[config.mk]
export PLATFORM = sky130hd
export DESIGN_NAME = seg_translator
export DESIGN_NICKNAME = d
export VERILOG_FILES = /design/src/rtl/seg_translator_pkg.sv /design/src/rtl/seg_ctrl.sv /design/src/rtl/seg_datapath.sv /design/src/rtl/seg_translator.sv
export SDC_FILE = /design/constraint.sdc
export NUM_CORES = 1
export LEC_CHECK = 0
export BUFFER_PORTS_ARGS = -buffer_cell sky130_fd_sc_hd__buf_4
export CORE_UTILIZATION = 35
export DETAILED_ROUTE_END_ITERATION = 8
export GPL_TIMING_DRIVEN = 0
export PLACE_DENSITY = 0.69
export SLEW_MARGIN = 20
export SYNTH_ARGS = -nofsm -noshare
export SYNTH_HDL_FRONTEND = slang
export SYNTH_SLANG_ARGS = --single-unit
[constraint.sdc]
create_clock -name clk -period 2.1 [get_ports clk]
set_input_delay 0.105 -clock clk [delete_from_list [all_inputs] [get_ports clk]]
set_output_delay 0.105 -clock clk [all_outputs]
set_load 0.02 [all_outputs]
[src/rtl/seg_translator_pkg.sv]
package seg_translator_pkg;
  localparam int CB_VM     = 7;
  localparam int CB_ABORT  = 4;
  localparam int CB_NOEXEC = 1;
  localparam int CB_USER   = 0;
  localparam logic [7:0] CTRL_WMASK = 8'hF3;
  localparam logic [7:0] ENTRY_INVALID = 8'h80;

  typedef enum logic [1:0] {
    RSN_BEYOND  = 2'd0,
    RSN_WPROT   = 2'd1,
    RSN_EXEC    = 2'd2,
    RSN_INVALID = 2'd3
  } abortRsnT;

  typedef struct packed {
    logic translate;
    logic passWrite;
    logic abort;
  } mmuStrobeT;
endpackage

[src/rtl/seg_ctrl.sv]
module seg_ctrl
  import seg_translator_pkg::*;
#(
  parameter int ADDR_W   = 24,
  parameter int RAM_BITS = 22,
  parameter int ASID_W   = 7,
  parameter logic [ADDR_W-1:0] ASID_REG = 24'hF88000,
  parameter logic [ADDR_W-1:0] CTRL_REG = 24'hF88001
) (
  input  logic              clk,
  input  logic              rstN,
  input  logic [ADDR_W-1:0] cpuAddr,
  input  logic [7:0]        cpuWrData,
  input  logic              cpuValid,
  input  logic              cpuWrite,
  input  logic              opFetch,
  input  logic              dmaActive,
  input  logic [7:0]        tblEntry,
  output mmuStrobeT         strobe,
  output logic [ASID_W-1:0] asid,
  output logic [7:0]        ctrlView
);
  localparam int HI_W = ADDR_W - RAM_BITS;

  logic [7:0]  ctrlQ;
  abortRsnT    rsnQ, rsnNext;
  logic        vmOn, inRam, translate;
  logic        fInvalid, fBeyond, fWprot, fExec, anyFault, abortNow, regWr;

  always_comb begin
    vmOn      = ctrlQ[CB_VM] && !dmaActive;
    inRam     = (cpuAddr[ADDR_W-1:RAM_BITS] == {HI_W{1'b0}});
    translate = vmOn && inRam;
    fInvalid  = cpuValid && translate && (tblEntry == ENTRY_INVALID);
    fBeyond   = cpuValid && vmOn && ctrlQ[CB_USER] && !inRam;
    fWprot    = cpuValid && translate && tblEntry[7] && cpuWrite;
    fExec     = cpuValid && translate && ctrlQ[CB_NOEXEC] && opFetch && !tblEntry[7];
    anyFault  = fInvalid || fBeyond || fWprot || fExec;
    abortNow  = anyFault && ctrlQ[CB_ABORT];
    regWr     = cpuValid && cpuWrite && !fBeyond;
  end

  always_comb begin
    if (fInvalid)     rsnNext = RSN_INVALID;
    else if (fBeyond) rsnNext = RSN_BEYOND;
    else if (fWprot)  rsnNext = RSN_WPROT;
    else              rsnNext = RSN_EXEC;
  end

  always_ff @(posedge clk or negedge rstN) begin
    if (!rstN) begin
      ctrlQ <= 8'h00;
      asid  <= '0;
      rsnQ  <= RSN_BEYOND;
    end else begin
      if (regWr && cpuAddr == CTRL_REG) ctrlQ <= cpuWrData & CTRL_WMASK;
      if (regWr && cpuAddr == ASID_REG) asid  <= cpuWrData[ASID_W-1:0];
      if (abortNow) rsnQ <= rsnNext;
    end
  end

  always_comb begin
    strobe.translate = translate;
    strobe.passWrite = cpuValid && cpuWrite && !anyFault;
    strobe.abort     = abortNow;
    ctrlView         = {ctrlQ[7:4], rsnQ, ctrlQ[1:0]};
  end


  reason_hold_chk: assert property (@(posedge clk) disable iff (!rstN)
    !$past(strobe.abort) |-> $stable(ctrlView[3:2]));


  invalid_first_chk: assert property (@(posedge clk) disable iff (!rstN)
    (strobe.abort && strobe.translate && tblEntry == ENTRY_INVALID) |=> ctrlView[3:2] == 2'd3);


  reset_clear_chk: assert property (@(posedge clk) disable iff (!rstN)
    !$past(rstN) |-> ctrlView == 8'h00);
endmodule

[src/rtl/seg_datapath.sv]
module seg_datapath
  import seg_translator_pkg::*;
#(
  parameter int ADDR_W = 24,
  parameter int OFF_W  = 15,
  parameter int SEG_W  = 7,
  parameter int ASID_W = 7,
  parameter logic [ADDR_W-1:0] ASID_REG = 24'hF88000,
  parameter logic [ADDR_W-1:0] CTRL_REG = 24'hF88001
) (
  input  logic                    clk,
  input  logic                    rstN,
  input  logic [ADDR_W-1:0]       cpuAddr,
  input  mmuStrobeT               strobe,
  input  logic [ASID_W-1:0]       asid,
  input  logic [7:0]              ctrlView,
  input  logic [7:0]              tblEntry,
  output logic [ASID_W+SEG_W-1:0] tblIdx,
  output logic [ADDR_W-1:0]       ramAddr,
  output logic                    ramWe,
  output logic                    abort,
  output logic [7:0]              regRdData
);
  localparam int RAM_BITS = OFF_W + SEG_W;
  localparam int HI_W     = ADDR_W - RAM_BITS;

  always_comb begin
    tblIdx = {asid, cpuAddr[RAM_BITS-1:OFF_W]};
    if (strobe.translate)
      ramAddr = {{HI_W{1'b0}}, tblEntry[SEG_W-1:0], cpuAddr[OFF_W-1:0]};
    else
      ramAddr = cpuAddr;
    ramWe = strobe.passWrite;
    abort = strobe.abort;
    if (cpuAddr == ASID_REG)      regRdData = 8'(asid);
    else if (cpuAddr == CTRL_REG) regRdData = ctrlView;
    else                          regRdData = 8'h00;
  end


  low_ram_chk: assert property (@(posedge clk) disable iff (!rstN)
    strobe.translate |-> ramAddr[ADDR_W-1:RAM_BITS] == {HI_W{1'b0}});
endmodule

[src/rtl/seg_translator.sv]
module seg_translator
  import seg_translator_pkg::*;
#(
  parameter int ADDR_W = 24,
  parameter int OFF_W  = 15,
  parameter int SEG_W  = 7,
  parameter int ASID_W = 7,
  parameter logic [ADDR_W-1:0] ASID_REG = 24'hF88000,
  parameter logic [ADDR_W-1:0] CTRL_REG = 24'hF88001
) (
  input  logic                    clk,
  input  logic                    rstN,
  input  logic [ADDR_W-1:0]       cpuAddr,
  input  logic [7:0]              cpuWrData,
  input  logic                    cpuValid,
  input  logic                    cpuWrite,
  input  logic                    opFetch,
  input  logic                    dmaActive,
  output logic [ASID_W+SEG_W-1:0] tblIdx,
  input  logic [7:0]              tblEntry,
  output logic [ADDR_W-1:0]       ramAddr,
  output logic                    ramWe,
  output logic                    abort,
  output logic [7:0]              regRdData
);
  localparam int RAM_BITS = OFF_W + SEG_W;

  mmuStrobeT         strobe;
  logic [ASID_W-1:0] asid;
  logic [7:0]        ctrlView;

  seg_ctrl #(
    .ADDR_W(ADDR_W), .RAM_BITS(RAM_BITS), .ASID_W(ASID_W),
    .ASID_REG(ASID_REG), .CTRL_REG(CTRL_REG)
  ) ctrlU (
    .clk(clk), .rstN(rstN), .cpuAddr(cpuAddr), .cpuWrData(cpuWrData),
    .cpuValid(cpuValid), .cpuWrite(cpuWrite), .opFetch(opFetch),
    .dmaActive(dmaActive), .tblEntry(tblEntry), .strobe(strobe),
    .asid(asid), .ctrlView(ctrlView)
  );

  seg_datapath #(
    .ADDR_W(ADDR_W), .OFF_W(OFF_W), .SEG_W(SEG_W), .ASID_W(ASID_W),
    .ASID_REG(ASID_REG), .CTRL_REG(CTRL_REG)
  ) dpU (
    .clk(clk), .rstN(rstN), .cpuAddr(cpuAddr), .strobe(strobe), .asid(asid),
    .ctrlView(ctrlView), .tblEntry(tblEntry), .tblIdx(tblIdx),
    .ramAddr(ramAddr), .ramWe(ramWe), .abort(abort), .regRdData(regRdData)
  );


  dma_real_chk: assert property (@(posedge clk) disable iff (!rstN)
    dmaActive |-> (ramAddr == cpuAddr && !abort));


  wprot_block_chk: assert property (@(posedge clk) disable iff (!rstN)
    (strobe.translate && cpuWrite && tblEntry[7]) |-> !ramWe);
endmodule

==> run summary <==
r2r startpoint = ctrlU.ctrlQ[7]
Final #Nets = 275
leakage = 1.06 nW
Tot GR Track Use = 19.2%
sequential area share after synthesis = 31.3%
Power per Cell Area = 344 nW/um2
Min-Delay Startpoint = cpuWrData[7]
top post-synthesis cells by area = dfrtp_1, buf_4, mux2_2
TritonCTS clock tree = built
FMAX = 0.519 GHz
Clock Tree Root = clkbuf_4
area leader, netlist = dfrtp_1
number of global-route vias before repair = 1,180
number of buffers created by CTS = 3
fillcell total = 287
GPL Wtd Cong = 0.721
skew final = 0.00143 ns
dpl hpwl = 3110 um
io pins = 94
post-synth top area share = 31.3%
worst path cell trace = or4b_4, nor2_2, a21o_1, and2_1, buf_4
initial antenna violation count = 0
Post-synth top flop = dfrtp_1
Clock Latency Late Sink = 0.27 ns
Clock Sinks = 15
drt first pass iters = 4
Relative slew margins = 55.5%
initial core utilization = 38.0%
htree depth = 1
Peak supply drop = 0.369 mV
Critical Path Source Type = register
worst-margin pin slew = 0.666 ns
Final Slew Violations = 0
clock-pin slew on the worst setup and hold paths = 0.08 ns
Critical Path Start = ctrlU.ctrlQ[7]
Die W = 60.5 um
Post-DRT Antenna Nets = 0
Buffers on Ports = 92
synth unique cells = 31
largest net degree at the start of global routing = 16
EDFF count, synth = 0
final hold violations = 0
Pwr Total = 0.000684 W
DR WL/cell = 13.6 um
multi-input logic area = 626 um2
# rows = 20
iteration-0 DRC count of the detailed router = 26
FF+latch area = 375 um2
hold depth = 2
vias post-DR = 1,285
Post-Syn Instances = 131
Crit Path Max Fanout = 9
Worst Hold End = ctrlU.ctrlQ[7]
status = completed
# setup viols final = 0
# diodes = 0
Total Neg Setup Slack = 0 ns
Hold Slack = 0.0635 ns
Worst Setup End Kind = primary output
critical path arrival = 1.82 ns
drt drc = 0
# Max-Cap Violations = 0
Slowest Stage Delay on Critical Path = 0.55 ns
reg-to-reg slack, setup = 0.45 ns
RSZ-0062 raised after global routing = no
crit path kind = register to primary output
Critical-path top delay cell = or4b_4
layout overhead on the synthesized area = 66.1%
Yosys reg bits = 15
Post-Route WL = 3710 um
top-count cell post-synth = nand2_1
Max clock buf depth = 2
Avg Cell Area, Syn = 9.14 um2
Post-synth top cells = nand2_1, buf_4, dfrtp_1
global-route wire length before repair = 5290 um
Tcrit/Tclk final = 91.7%
Core Region = 3150 um2
layout cells sized above 1 = 62.3%
Worst EP required = 2.00 ns
Warnings, synthesis = 0
Hold Crit Class = input pin to register
asr flop ratio synth = 100%
r2r worst-path depth = 4
Die Ht = 60.5 um
total gr overflow = 0
Syn Nets = 177
routed vias/inst = 4.72
Syn Std Cell Area = 1200 um2
worst r2r dst = ctrlU.asid[6]
fin crit period = 1.93 ns
Die ar. = 3660 um2
==> critical path: cells and delay by family, from the launching register on <==
kind / cells / cell delay, ns
flops: 1 / 0.41
compound gates: 1 / 0.15
simple gates: 3 / 0.85
buf+inv: 1 / 0.13
==> kinds of logic (layout without fill, tap and decap cells) <==
family	Yosys count	in the layout	synth area share [%]
buffers and inverters	29	126	16.9
multiplexers	20	20	18.1
AND/OR/NAND/NOR	58	58	28.1
flip-flops	15	15	31.3
AO/OA/AOI/OAI	9	9	5.54
==> what timing repair did <==
| action | in CTS | in global routing |
|---|---|---|
| gates cloned | 0 | 0 |
| gates resized for setup | 1 | 1 |
| endpoints found under the hold margin | 15 | 0 |
| buffers inserted | 0 | 1 |
| hold buffers | 1 | 0 |
| setup endpoints to repair | 1 | 2 |
| pin swaps | 0 | 1 |
==> cells in the final DEF, fill, tap and decap left out <==
cell type | Yosys | final
or4b_4 | 0 | 1
or4_1 | 1 | 1
mux2i_1 | 7 | 7
nand2_1 | 25 | 25
nor4b_2 | 3 | 3
o21ai_0 | 2 | 2
nand4_1 | 2 | 2
or4b_2 | 1 | 1
clkbuf_4 | 0 | 3
nand3b_1 | 1 | 1
nand3_1 | 1 | 1
and4bb_2 | 1 | 1
buf_4 | 22 | 115
a32o_1 | 1 | 1
nor2_2 | 0 | 1
clkbuf_1 | 4 | 4
a21oi_1 | 1 | 1
buf_8 | 1 | 1
nand4b_1 | 1 | 1
a32oi_1 | 1 | 1
dlygate4sd3_1 | 0 | 1
nor4_4 | 2 | 2
nor4_1 | 1 | 1
mux2_2 | 13 | 13
a41o_1 | 1 | 1
or2_2 | 1 | 1
nor3_1 | 2 | 2
o21bai_1 | 1 | 1
a21o_1 | 1 | 1
inv_1 | 2 | 2
and2_1 | 1 | 1
dfrtp_1 | 15 | 15
o211ai_1 | 1 | 1
nor2_1 | 14 | 13
==> flip-flops by register name (all words and copies together), names as in the netlist <==
| signal | flops |
|---|---|
| ctrlU.asid | 7 |
| ctrlU.rsnQ | 2 |
| ctrlU.ctrlQ | 6 |
==> layout make-up <==
type                    instances  share of cell area (%)
inverters                       2                   0.377
well taps                      44                    2.77
multi-input cells              87                    31.4
clock buffers                   4                    1.32
plain buffers                  26                    9.62
repair buffers                 94                    35.6
flip-flops and latches         15                    18.9
==> how the worst max path moves through the flow <==
stage / cells past startpoint / to
3_3_place_gp: 5 / ctrlU.asid[4]
5_1_grt: 5 / abort
4_1_cts: 6 / abort
3_5_place_dp: 5 / ctrlU.asid[3]
6_report: 5 / abort
2_1_floorplan: 5 / abort
==> report_power, final <==
part / total (W) / internal [W] / leakage (nW) / switching (W)
combinational: 0.000242 / 0.000133 / 0.838 / 0.000109
clock: 0.000154 / 0.0000734 / 0.0150 / 0.0000802
sequential: 0.000289 / 0.000289 / 0.210 / 0.000000000211
total: 0.000684 / 0.000495 / 1.06 / 0.000189
==> routing by layer <==
metal	up-vias	track usage, %	part of all wire, %
li1	630	-	-
met1	589	20.8	37
met2	66	38.3	52
met3	0	4.26	11
met4	0	2.92	0
met5	-	0	0
==> per-stage QoR <==
step / worst slack (ns) / utilization, % / area [um2] / cells
3_5_place_dp: 0.0840 / 61.6 / 1940 / 267
4_1_cts: 0.0220 / 62.9 / 1980 / 272
2_1_floorplan: 0.474 / - / 1200 / 131
5_1_grt: 0.0828 / 63.1 / 1990 / 272
6_report: 0.174 / 63.1 / 1990 / 272
3_3_place_gp: 0.104 / 61.6 / 1940 / 267
No activity file was read; power rests on OpenSTA's default activity.
